File: config.mk
export PLATFORM = sky130hd
export DESIGN_NAME = tick_timer
export DESIGN_NICKNAME = d
export VERILOG_FILES = /design/src/rtl/tick_timer_pkg.sv /design/src/rtl/tick_timer_regs.sv /design/src/rtl/tick_timer_counter.sv /design/src/rtl/tick_timer_irq.sv /design/src/rtl/tick_timer.sv
export SDC_FILE = /design/constraint.sdc
export NUM_CORES = 1
export LEC_CHECK = 0
export ABC_AREA = 1
export ABC_CLOCK_PERIOD_IN_PS = 2270
export BUFFER_PORTS_ARGS = -buffer_cell sky130_fd_sc_hd__clkbuf_2
export CELL_PAD_IN_SITES_DETAIL_PLACEMENT = 0
export CELL_PAD_IN_SITES_GLOBAL_PLACEMENT = 2
export CORE_ASPECT_RATIO = 1.75
export CORE_MARGIN = 10
export CORE_UTILIZATION = 31
export DETAILED_ROUTE_END_ITERATION = 6
export GPL_ROUTABILITY_DRIVEN = 0
export PLACE_DENSITY_LB_ADDON = 0.1
export SYNTH_ARGS = -nofsm -noshare
export SYNTH_HDL_FRONTEND = slang
export SYNTH_SLANG_ARGS = --single-unit
File: constraint.sdc
create_clock -name clk -period 2.27 [get_ports clk]
set_clock_uncertainty 0.05 [all_clocks]
set_input_delay 0.1135 -clock clk [delete_from_list [all_inputs] [get_ports clk]]
set_output_delay 0.1135 -clock clk [all_outputs]
set_load 0.01 [all_outputs]
File: src/rtl/tick_timer_pkg.sv
package tick_timer_pkg;

  typedef enum logic [1:0] {
    MODE_ZERO = 2'b00,
    MODE_HOLD = 2'b01,
    MODE_ALT  = 2'b10,
    MODE_RUN  = 2'b11
  } run_mode_e;

  localparam logic [1:0] IDX_PRELOAD = 2'd0;
  localparam logic [1:0] IDX_COUNT   = 2'd1;
  localparam logic [1:0] IDX_CTRL    = 2'd2;

  localparam int LVL_W       = 3;
  localparam int BIT_IRQ_EN  = 3;
  localparam int BIT_PENDING = 7;
  localparam int BIT_MODE_LO = 8;

endpackage

File: src/rtl/tick_timer_regs.sv
module tick_timer_regs
  import tick_timer_pkg::*;
#(
  parameter int CNT_W = 16
) (
  input  logic                 clk,
  input  logic                 rst,
  input  logic                 bus_wr,
  input  logic                 bus_rd,
  input  logic [1:0]           bus_addr,
  input  logic [CNT_W/8-1:0]   bus_be,
  input  logic [CNT_W-1:0]     bus_wdata,
  input  logic [CNT_W-1:0]     live_cnt,
  input  logic                 pend,
  output logic [CNT_W-1:0]     preload,
  output run_mode_e            mode,
  output logic                 irq_en,
  output logic [LVL_W-1:0]     irq_lvl,
  output logic                 ack,
  output logic [CNT_W-1:0]     bus_rdata,
  output logic                 bus_rvalid
);
  localparam int NBYTES = CNT_W / 8;

  logic wr_pre, wr_ctl;
  logic [CNT_W-1:0] ctl_word;
  logic [CNT_W-1:0] rd_mux;

  assign wr_pre = bus_wr && (bus_addr == IDX_PRELOAD);
  assign wr_ctl = bus_wr && (bus_addr == IDX_CTRL);
  assign ack    = wr_ctl && bus_be[0] && bus_wdata[BIT_PENDING];

  for (genvar b = 0; b < NBYTES; b++) begin : g_pre_byte
    always_ff @(posedge clk) begin
      if (rst) begin
        preload[b*8 +: 8] <= '0;
      end else if (wr_pre && bus_be[b]) begin
        preload[b*8 +: 8] <= bus_wdata[b*8 +: 8];
      end
    end
  end

  always_ff @(posedge clk) begin
    if (rst) begin
      mode    <= MODE_ZERO;
      irq_en  <= 1'b0;
      irq_lvl <= '0;
    end else if (wr_ctl) begin
      if (bus_be[1]) begin
        mode <= run_mode_e'(bus_wdata[BIT_MODE_LO +: 2]);
      end
      if (bus_be[0]) begin
        irq_en  <= bus_wdata[BIT_IRQ_EN];
        irq_lvl <= bus_wdata[LVL_W-1:0];
      end
    end
  end

  always_comb begin
    ctl_word                    = '0;
    ctl_word[BIT_MODE_LO +: 2]  = mode;
    ctl_word[BIT_PENDING]       = pend;
    ctl_word[BIT_IRQ_EN]        = irq_en;
    ctl_word[LVL_W-1:0]         = irq_lvl;
  end

  always_comb begin
    case (bus_addr)
      IDX_PRELOAD: rd_mux = preload;
      IDX_COUNT:   rd_mux = live_cnt;
      IDX_CTRL:    rd_mux = ctl_word;
      default:     rd_mux = '0;
    endcase
  end

  always_ff @(posedge clk) begin
    if (rst) begin
      bus_rdata  <= '0;
      bus_rvalid <= 1'b0;
    end else begin
      bus_rvalid <= bus_rd;
      if (bus_rd) begin
        bus_rdata <= rd_mux;
      end
    end
  end

endmodule

File: src/rtl/tick_timer_counter.sv
module tick_timer_counter
  import tick_timer_pkg::*;
#(
  parameter int CNT_W = 16
) (
  input  logic             clk,
  input  logic             rst,
  input  logic             tick,
  input  run_mode_e        mode,
  input  logic [CNT_W-1:0] preload,
  output logic [CNT_W-1:0] cnt,
  output logic             wrap
);
  localparam logic [CNT_W-1:0] CNT_MAX = {CNT_W{1'b1}};

  logic step;

  assign step = (mode == MODE_RUN) && tick;
  assign wrap = step && (cnt == CNT_MAX);

  always_ff @(posedge clk) begin
    if (rst) begin
      cnt <= '0;
    end else begin
      case (mode)
        MODE_ZERO: cnt <= '0;
        MODE_RUN: begin
          if (wrap) begin
            cnt <= preload;
          end else if (step) begin
            cnt <= cnt + 1'b1;
          end
        end
        default: cnt <= cnt;
      endcase
    end
  end

endmodule

File: src/rtl/tick_timer_irq.sv
module tick_timer_irq
  import tick_timer_pkg::*;
(
  input  logic             clk,
  input  logic             rst,
  input  logic             wrap,
  input  logic             ack,
  input  logic             irq_en,
  input  logic [LVL_W-1:0] irq_lvl,
  output logic             pend,
  output logic             irq_req,
  output logic [LVL_W-1:0] irq_level
);
  logic fire;

  assign fire = pend && irq_en && (irq_lvl != '0);

  always_ff @(posedge clk) begin
    if (rst) begin
      pend <= 1'b0;
    end else if (wrap) begin
      pend <= 1'b1;
    end else if (ack) begin
      pend <= 1'b0;
    end
  end

  always_ff @(posedge clk) begin
    if (rst) begin
      irq_req   <= 1'b0;
      irq_level <= '0;
    end else begin
      irq_req   <= fire;
      irq_level <= fire ? irq_lvl : '0;
    end
  end

endmodule

File: src/rtl/tick_timer.sv
module tick_timer
  import tick_timer_pkg::*;
#(
  parameter int CNT_W = 16
) (
  input  logic                 clk,
  input  logic                 rst,
  input  logic                 tick,
  input  logic                 bus_wr,
  input  logic                 bus_rd,
  input  logic [1:0]           bus_addr,
  input  logic [CNT_W/8-1:0]   bus_be,
  input  logic [CNT_W-1:0]     bus_wdata,
  output logic [CNT_W-1:0]     bus_rdata,
  output logic                 bus_rvalid,
  output logic                 irq_req,
  output logic [LVL_W-1:0]     irq_level
);
  logic [CNT_W-1:0] preload_q;
  logic [CNT_W-1:0] cnt_q;
  run_mode_e        run_mode;
  logic             irq_en;
  logic [LVL_W-1:0] irq_lvl;
  logic             ack;
  logic             wrap;
  logic             pend_q;

  tick_timer_regs #(.CNT_W(CNT_W)) u_regs (
    .clk        (clk),
    .rst        (rst),
    .bus_wr     (bus_wr),
    .bus_rd     (bus_rd),
    .bus_addr   (bus_addr),
    .bus_be     (bus_be),
    .bus_wdata  (bus_wdata),
    .live_cnt   (cnt_q),
    .pend       (pend_q),
    .preload    (preload_q),
    .mode       (run_mode),
    .irq_en     (irq_en),
    .irq_lvl    (irq_lvl),
    .ack        (ack),
    .bus_rdata  (bus_rdata),
    .bus_rvalid (bus_rvalid)
  );

  tick_timer_counter #(.CNT_W(CNT_W)) u_cnt (
    .clk     (clk),
    .rst     (rst),
    .tick    (tick),
    .mode    (run_mode),
    .preload (preload_q),
    .cnt     (cnt_q),
    .wrap    (wrap)
  );

  tick_timer_irq u_irq (
    .clk       (clk),
    .rst       (rst),
    .wrap      (wrap),
    .ack       (ack),
    .irq_en    (irq_en),
    .irq_lvl   (irq_lvl),
    .pend      (pend_q),
    .irq_req   (irq_req),
    .irq_level (irq_level)
  );

endmodule

==> results of run 1 <==
kinds of logic after synthesis:
logic type | share of synthesized area (%)
adder cells (fa/ha/maj) | 0.857
XOR/XNOR | 1.20
flip-flops | 41.1
AND/OR/NAND/NOR | 26.4
AO/OA/AOI/OAI | 19.3
buffers and inverters | 11.1
stage by stage:
stage               setup slack (ns)  cells
floorplan                      0.663    420
global placement               0.475    571
detailed placement             0.406    571
CTS                            0.377    586
global route                   0.192    586
finish                         0.374    586
state kept, by name, summed over array words and instances, names as in the netlist:
signal             cells
u_irq.irq_level        3
u_regs.mode            2
u_irq.irq_req          1
u_regs.bus_rvalid      1
u_regs.bus_rdata      16
u_irq.pend             1
u_regs.irq_lvl         3
u_cnt.cnt             16
u_regs.preload        16
u_regs.irq_en          1
metal layers:
layer  vias to the layer above  part of all wire (%)  global-route usage, %  routed length [um]
met5                         -                     0                      0                   0
met4                         0                   2.6                   6.67                 229
met1                      1246                    45                   15.7                4050
li1                       1461                     -                      -                   -
met3                        17                   2.9                   2.77                 256
met2                        48                    49                   23.3                4380
worst reg2reg max path, cell delays in order (launching register included):
cell	delay [ns]
dfxtp_1	0.41
ha_1	0.24
nand2_2	0.09
nor2_4	0.15
nand2_4	0.09
nor2_8	0.23
nand2_4	0.20
o21ai_0	0.15
nand3_1	0.09
a21oi_1	0.12
placed cells by master (no fill, tap or decap), types with 4 or more instances in the layout:
cell type,count
a21oi_1,46
buf_4,4
clkbuf_16,9
clkbuf_2,45
clkinv_2,4
dfxtp_1,60
inv_1,63
nand2_1,79
nand3_1,46
nand4_1,5
nor2_1,26
nor3_1,4
o21ai_0,40
o221ai_1,11
xor2_1,4
worst max-delay path by stage:
stage               cells after the start            from            end  slack (ns)
floorplan                               6  u_regs.mode[0]   u_cnt.cnt[2]        0.66
global placement                        9    u_cnt.cnt[0]   u_cnt.cnt[2]        0.47
detailed placement                      9    u_cnt.cnt[0]   u_cnt.cnt[2]        0.41
CTS                                     9    u_cnt.cnt[0]   u_cnt.cnt[2]        0.38
global route                            9    u_cnt.cnt[1]  u_cnt.cnt[11]        0.19
finish                                  9    u_cnt.cnt[0]   u_cnt.cnt[2]        0.37
power groups by stage:
stage	clock network, W	logic [W]	registers (W)
6_report	0.00142	0.000148	0.00109
5_1_grt	0.00151	0.000170	0.00109
4_1_cts	0.00146	0.000152	0.00109
3_5_place_dp	0	0.000152	0.00111
3_3_place_gp	0	0.000152	0.00111
2_1_floorplan	0	0.0000807	0.00111
layout make-up:
cell class	count	area (um2)	share of cell area (%)
Inverter	65	244	6.87
Timing Repair Buffer	49	255	7.19
Clock inverter	6	80.1	2.26
Sequential cell	60	1200	33.8
Tap cell	120	150	4.23
Multi-Input combinational cell	277	1400	39.3
Clock buffer	9	225	6.34
==> run summary, run 1 <==
Min Clock Period, post-route -> 1.90 ns
DIE WIDTH -> 93.4 um
Post-synth EDFFs -> 0
RSZ-0062 raised after global routing -> false
#FFs+latches synth -> 60
net count after synthesis -> 447
clock slew seen by the registers of the worst setup and hold paths -> 0.05 ns
GR Overflow Total -> 0
Worst setup SP type -> register
cell-by-cell trace of the critical path -> ha_1 > nand2_2 > nor2_4 > nand2_4 > nor2_8 > nand2_4 > o21ai_0 > nand3_1 > a21oi_1
fraction of layout instances using a drive strength above 1 -> 16.3%
instance count along the most critical hold path -> 3
final-report hold violation count -> 0
final instance area -> 3550 um2
cell family with most CP delay -> simple AND/OR/NAND/NOR gates
total power consumption of the routed design -> 0.00266 W
post-cts hold buffer count -> 0
maximum clock insertion buffer count -> 2
Root Buffer -> clkbuf_16
final worst hold slack -> 0.0129 ns
global-route usage over all layers -> 13.7%
number of gates resized after CTS -> 0
post-DP HPWL -> 6740 um
Hold Path Sink -> u_regs.preload[15]
DRT Pass-1 Iters -> 4
largest net degree at the start of global routing -> 33
most repeated cell in the gate-level netlist after synthesis -> nand2_1
initial antenna violation count -> 0
Inserted Diodes -> 0
number of placement rows -> 46
via density per instance -> 4.73
CTS tree -> built
Yosys warning count -> 0
average cell area after synthesis -> 6.95 um2
clock latency of the later-clocked register in the worst-skew pair -> 0.33 ns
total DRC errors in the routed layout -> 0
wire length of the first global-routing pass -> 14900 um
worst-case reg-to-reg path depth -> 9
outcome -> finished, final reports clean
share of total power consumed by net switching -> 22.1%
count of maximum capacitance violations -> 0
Max stage delay cell, worst path -> dfxtp_1
final period utilization -> 83.5%
critical path arrival -> 2.10 ns
Synth top area share -> 41.1%
starting DRC count in detailed routing -> 108
crit-path max FO -> 17
Die Footprint -> 13900 um2
slack of the worst reg-to-reg path -> 0.37 ns
top area cells in the synthesized netlist -> dfxtp_1, nand2_1, inv_1, a21oi_1, nand3_1
worst rel slew slack -> 63.8%
endpoint of the lowest-slack register-to-register path -> u_cnt.cnt[2]
Final Routed Wirelength -> 8910 um
area of the mapped netlist -> 2920 um2
count of final setup violators -> 0
signed area change from the synthesized netlist to the final layout -> 21.6%
number of standard cells after synthesis -> 420
Cell Pwr Density -> 750 nW/um2
via count of the first global-routing pass -> 2934
# Post-CTS Setup Buffers -> 0
worst supply voltage drop on vdd -> 365 uV
average detailed-routed wire length per instance -> 15.2 um
actual slew at the worst max-slew pin -> 0.542 ns
Yosys cell types -> 24
vias after detailed routing -> 2772
internal power consumption -> 0.00207 W
share of power burned in combinational logic -> 5.6%
fill count -> 995
highest clock frequency the design can meet -> 0.528 GHz
Worst Hold Class -> in -> reg
cell mode on critical path -> nand2_4
critical path's largest stage delay -> 0.41 ns
library cell occupying the most area in the post-synthesis netlist -> dfxtp_1
power dissipated by switching net loads -> 0.000588 W
Flop pwr share -> 40.9%
top_reg_cell synth -> dfxtp_1
top-level port count -> 46
number of clock sinks -> 60
final core occ -> 38.8%
Worst Path Class, Setup -> reg -> reg
number of nets with antenna violations after routing -> 0
Bufs and invs on worst path -> 0
area post-placement -> 3250 um2
required time worst endpoint -> 2.48 ns
sequential share of the synthesized area -> 41.1%
Post-Route Setup TNS -> 0 ns
leading cell types by count after synthesis -> nand2_1, inv_1, dfxtp_1
origin of the worst min-delay path -> bus_wdata[15]
Starting Density -> 31.9%
category of the worst setup path capture point -> register
pins over their slew limit -> 0
Port-buffer cells -> 45
proportion of power drawn by the clock network -> 53.5%
standard cell core area -> 9150 um2
async set-reset flop share out of synthesis -> 0%
number of nets in the finished design -> 489
r2r startpoint -> u_cnt.cnt[0]
number of buffers added by the clock tree synthesis step -> 9
number of H-tree branching levels -> 3
leakage component of the power -> 1.51 nW
overall die height -> 148 um
(Power assumes the default switching activity.)
==> run 2, diff against run 1 <==
--- a/config.mk
+++ b/config.mk
@@ -5,14 +5,14 @@
 export SDC_FILE = /design/constraint.sdc
 export NUM_CORES = 1
 export LEC_CHECK = 0
-export ABC_AREA = 1
-export ABC_CLOCK_PERIOD_IN_PS = 2270
+export ABC_AREA = 0
+export ABC_CLOCK_PERIOD_IN_PS = 1900
 export BUFFER_PORTS_ARGS = -buffer_cell sky130_fd_sc_hd__clkbuf_2
 export CELL_PAD_IN_SITES_DETAIL_PLACEMENT = 0
 export CELL_PAD_IN_SITES_GLOBAL_PLACEMENT = 2
 export CORE_ASPECT_RATIO = 1.75
 export CORE_MARGIN = 10
-export CORE_UTILIZATION = 31
+export CORE_UTILIZATION = 33
 export DETAILED_ROUTE_END_ITERATION = 6
 export GPL_ROUTABILITY_DRIVEN = 0
 export PLACE_DENSITY_LB_ADDON = 0.1
==> constraint.sdc (replaced) <==
create_clock -name clk -period 1.9 [get_ports clk]
set_clock_uncertainty 0.05 [all_clocks]
set_input_delay 0.095 -clock clk [delete_from_list [all_inputs] [get_ports clk]]
set_output_delay 0.095 -clock clk [all_outputs]
set_load 0.01 [all_outputs]
==> run 2 against run 1 <==
Setup slack worse by 0.28 ns. Non-clock buffer count is 40 higher. Via count is 7.8% lower. Synthesized cell count is 23% lower. Core utilization is 6.5 points higher. Synthesized area is 4.8% lower. First-iteration DRC count is 22% lower. Wire length is 7.6% lower. Hold slack better by 0.070 ns. Critical path type unchanged. Critical endpoint is now u_cnt.cnt[15].
==> run summary, run 2 <==
outcome -> finished, final reports clean (unchanged)
number of standard cells after synthesis -> 325 (was 420)
number of clock sinks -> 60 (unchanged)
initial antenna violation count -> 0 (unchanged)
area of the mapped netlist -> 2780 um2 (was 2920 um2)
Worst Hold Class -> in -> reg (unchanged)
top flop regs -> u_cnt.cnt: 16 flops, u_regs.bus_rdata: 16 flops, u_regs.preload: 16 flops (unchanged)
top area cells in the synthesized netlist -> dfxtp_1, mux2i_1, nor2_1, a21oi_1, nand2_1 (was dfxtp_1, nand2_1, inv_1, a21oi_1, nand3_1)
Inserted Diodes -> 0 (unchanged)
count of final setup violators -> 0 (unchanged)
commonest cells after routing, fill and taps aside -> dfxtp_1, nor2_1, clkbuf_2, a21oi_1, nand2_1 (was nand2_1, inv_1, dfxtp_1, nand3_1, a21oi_1)
Cell Count, Final, Fillers Out -> 503 (was 586)
Worst Path Class, Setup -> reg -> reg (unchanged)
final-report hold violation count -> 0 (unchanged)
Yosys warning count -> 0 (unchanged)
Die Footprint -> 12600 um2 (was 13900 um2)
Worst setup SP type -> register (unchanged)
average detailed-routed wire length per instance -> 16.4 um (was 15.2 um)
CTS tree -> built (unchanged)
standard cell core area -> 8260 um2 (was 9150 um2)
post-DP HPWL -> 6390 um (was 6740 um)
worst supply voltage drop on vdd -> 470 uV (was 365 uV)
library cell occupying the most area in the post-synthesis netlist -> dfxtp_1 (unchanged)
number of H-tree branching levels -> 3 (unchanged)
leakage component of the power -> 1.50 nW (was 1.51 nW)
top_reg_cell synth -> dfxtp_1 (unchanged)
Starting Density -> 33.7% (was 31.9%)
number of buffers added by the clock tree synthesis step -> 9 (unchanged)
register area -> 1200 um2 (unchanged)
vias after detailed routing -> 2556 (was 2772)
wire length of the first global-routing pass -> 13500 um (was 14900 um)
fill count -> 844 (was 995)
via density per instance -> 5.08 (was 4.73)
top-level port count -> 46 (unchanged)
Final Routed Wirelength -> 8230 um (was 8910 um)
critical path arrival -> 1.96 ns (was 2.10 ns)
clock latency of the later-clocked register in the worst-skew pair -> 0.33 ns (about the same)
number of placement rows -> 44 (was 46)
RSZ-0062 raised after global routing -> true (was false)
number of nets in the finished design -> 434 (was 489)
clock slew seen by the registers of the worst setup and hold paths -> 0.05 ns (about the same)
overall die height -> 141 um (was 148 um)
pins over their slew limit -> 0 (unchanged)
most repeated cell in the gate-level netlist after synthesis -> dfxtp_1 (was nand2_1)
async set-reset flop share out of synthesis -> 0% (unchanged)
#FFs+latches synth -> 60 (unchanged)
Yosys cell types -> 47 (was 24)
Min Clock Period, post-route -> 1.80 ns (was 1.90 ns)
largest net degree at the start of global routing -> 25 (was 33)
fraction of layout instances using a drive strength above 1 -> 27.0% (was 16.3%)
total DRC errors in the routed layout -> 0 (unchanged)
count of maximum capacitance violations -> 0 (unchanged)
Root Buffer -> clkbuf_16 (unchanged)
category of the worst setup path capture point -> register (unchanged)
starting DRC count in detailed routing -> 84 (was 108)
global-route usage over all layers -> 14.0% (was 13.7%)
leading cell types by count after synthesis -> dfxtp_1, nor2_1, a21oi_1 (was nand2_1, inv_1, dfxtp_1)
number of nets with antenna violations after routing -> 0 (unchanged)
final period utilization -> 94.9% (was 83.5%)
commonest non-fill, non-tap cell in the layout -> dfxtp_1 (was nand2_1)
DIE WIDTH -> 89.4 um (was 93.4 um)
sequential share of the synthesized area -> 43.2% (was 41.1%)
via count of the first global-routing pass -> 2692 (was 2934)
highest clock frequency the design can meet -> 0.555 GHz (was 0.528 GHz)
Cell Pwr Density -> 786 nW/um2 (was 750 nW/um2)
placed instance count -> 471 (was 571)
average cell area after synthesis -> 8.55 um2 (was 6.95 um2)
area taken by multi-input logic gates -> 1500 um2 (was 1400 um2)
Synth top area share -> 43.2% (was 41.1%)
crit-path max FO -> 5 (was 17)
worst rel slew slack -> 58.2% (was 63.8%)
Port-buffer cells -> 45 (unchanged)
Post-synth EDFFs -> 0 (unchanged)
total power consumption of the routed design -> 0.00294 W (was 0.00266 W)
required time worst endpoint -> 2.06 ns (was 2.48 ns)
net count after synthesis -> 352 (was 447)
signed area change from the synthesized netlist to the final layout -> 34.8% (was 21.6%)
maximum clock insertion buffer count -> 2 (unchanged)
actual slew at the worst max-slew pin -> 0.626 ns (was 0.542 ns)
DRT Pass-1 Iters -> 4 (unchanged)
GR Overflow Total -> 0 (unchanged)
## run 2: cell types whose count changed in the layout (fill, tap and decap cells not counted), moves of 5 or more
cell           before  now
inv_1              63    9
a211oi_1            0    8
dlygate4sd3_1       0   16
a21oi_1            46   31
a31oi_1             0    5
nor2_1             26   47
buf_4               4   26
nand3_1            46   12
mux2i_1             0   21
nand2_1            79   27
nor2b_1             0   12
o21ai_0            40    6
o221ai_1           11    1
mux2_2              0    8
## run 2: routing by layer
metal	global-route usage, %	vias to the layer above	part of all wire, %
li1	-	1318	-
met1	14.1	1185	39
met2	25.8	41	55
met3	3.21	12	3.5
met4	6.48	0	2.2
met5	0	-	0
## run 2: through the flow
| stage | utilization (%) | setup slack, ns | cell area, um2 | hold WS [ns] | setup TNS [ns] |
|---|---|---|---|---|---|
| floorplan | - | 0.103 | 2780 | 0.181 | 0 |
| global placement | 39.6 | -0.0967 | 3270 | 0.269 | -0.116 |
| detailed placement | 39.6 | -0.141 | 3270 | 0.279 | -0.229 |
| CTS | 44.8 | 0.0273 | 3700 | 0.0577 | 0 |
| global route | 45.3 | -0.0166 | 3740 | 0.113 | -0.0166 |
| finish | 45.3 | 0.0966 | 3740 | 0.0828 | 0 |
## run 2: path summary, 6_finish.rpt
check / slack, ns / startpoint / endpoint / depth (start not counted)
min reg2reg: 0.42 / u_regs.preload[4] / u_regs.preload[4] / 2
max reg2reg: 0.1 / u_regs.mode[0] / u_cnt.cnt[15] / 6
max: 0.1 / u_regs.mode[0] / u_cnt.cnt[15] / 6
min: 0.08 / rst / u_regs.preload[7] / 2
## run 2: timing repair
action                                  in CTS  in global routing
setup buffers                                0                  1
endpoints found under the setup margin       8                 12
resized for setup                            1                 11
endpoints found under the hold margin       21                  0
hold buffers                                16                  0
pin swaps                                    0                  3
## run 2: where the power goes
part | switching, W | leakage [nW] | internal (W)
clock | 0.000529 | 0.135 | 0.000940
combinational | 0.0000959 | 0.883 | 0.0000852
sequential | 0.0000122 | 0.486 | 0.00128
total | 0.000637 | 1.50 | 0.00231
## run 2: area by class of cell
type	count	area share [%]
Clock buffer	13	6.95
Clock inverter	2	0.267
Sequential cell	60	32.1
Multi-Input combinational cell	238	40.2
Tap cell	92	3.07
Timing Repair Buffer	89	16.6
Inverter	9	0.902
## run 2: logic make-up after synthesis
logic type	synth area share [%]
and+or+nand+nor	22.5
muxes	10.8
buffers and inverters	4.05
adders and majority gates	0.900
DFF	43.2
xor gates and xnor gates	0.315
AOI/OAI and AO/OA	18.2
## run 2: worst max-delay path: stages (launching register included)
cell and delay [ns]:
dfxtp_1 0.36, ha_2 0.21, nand2_1 0.10, or3_4 0.40, o41ai_4 0.31, o2bb2ai_1 0.11
o21bai_1 0.15
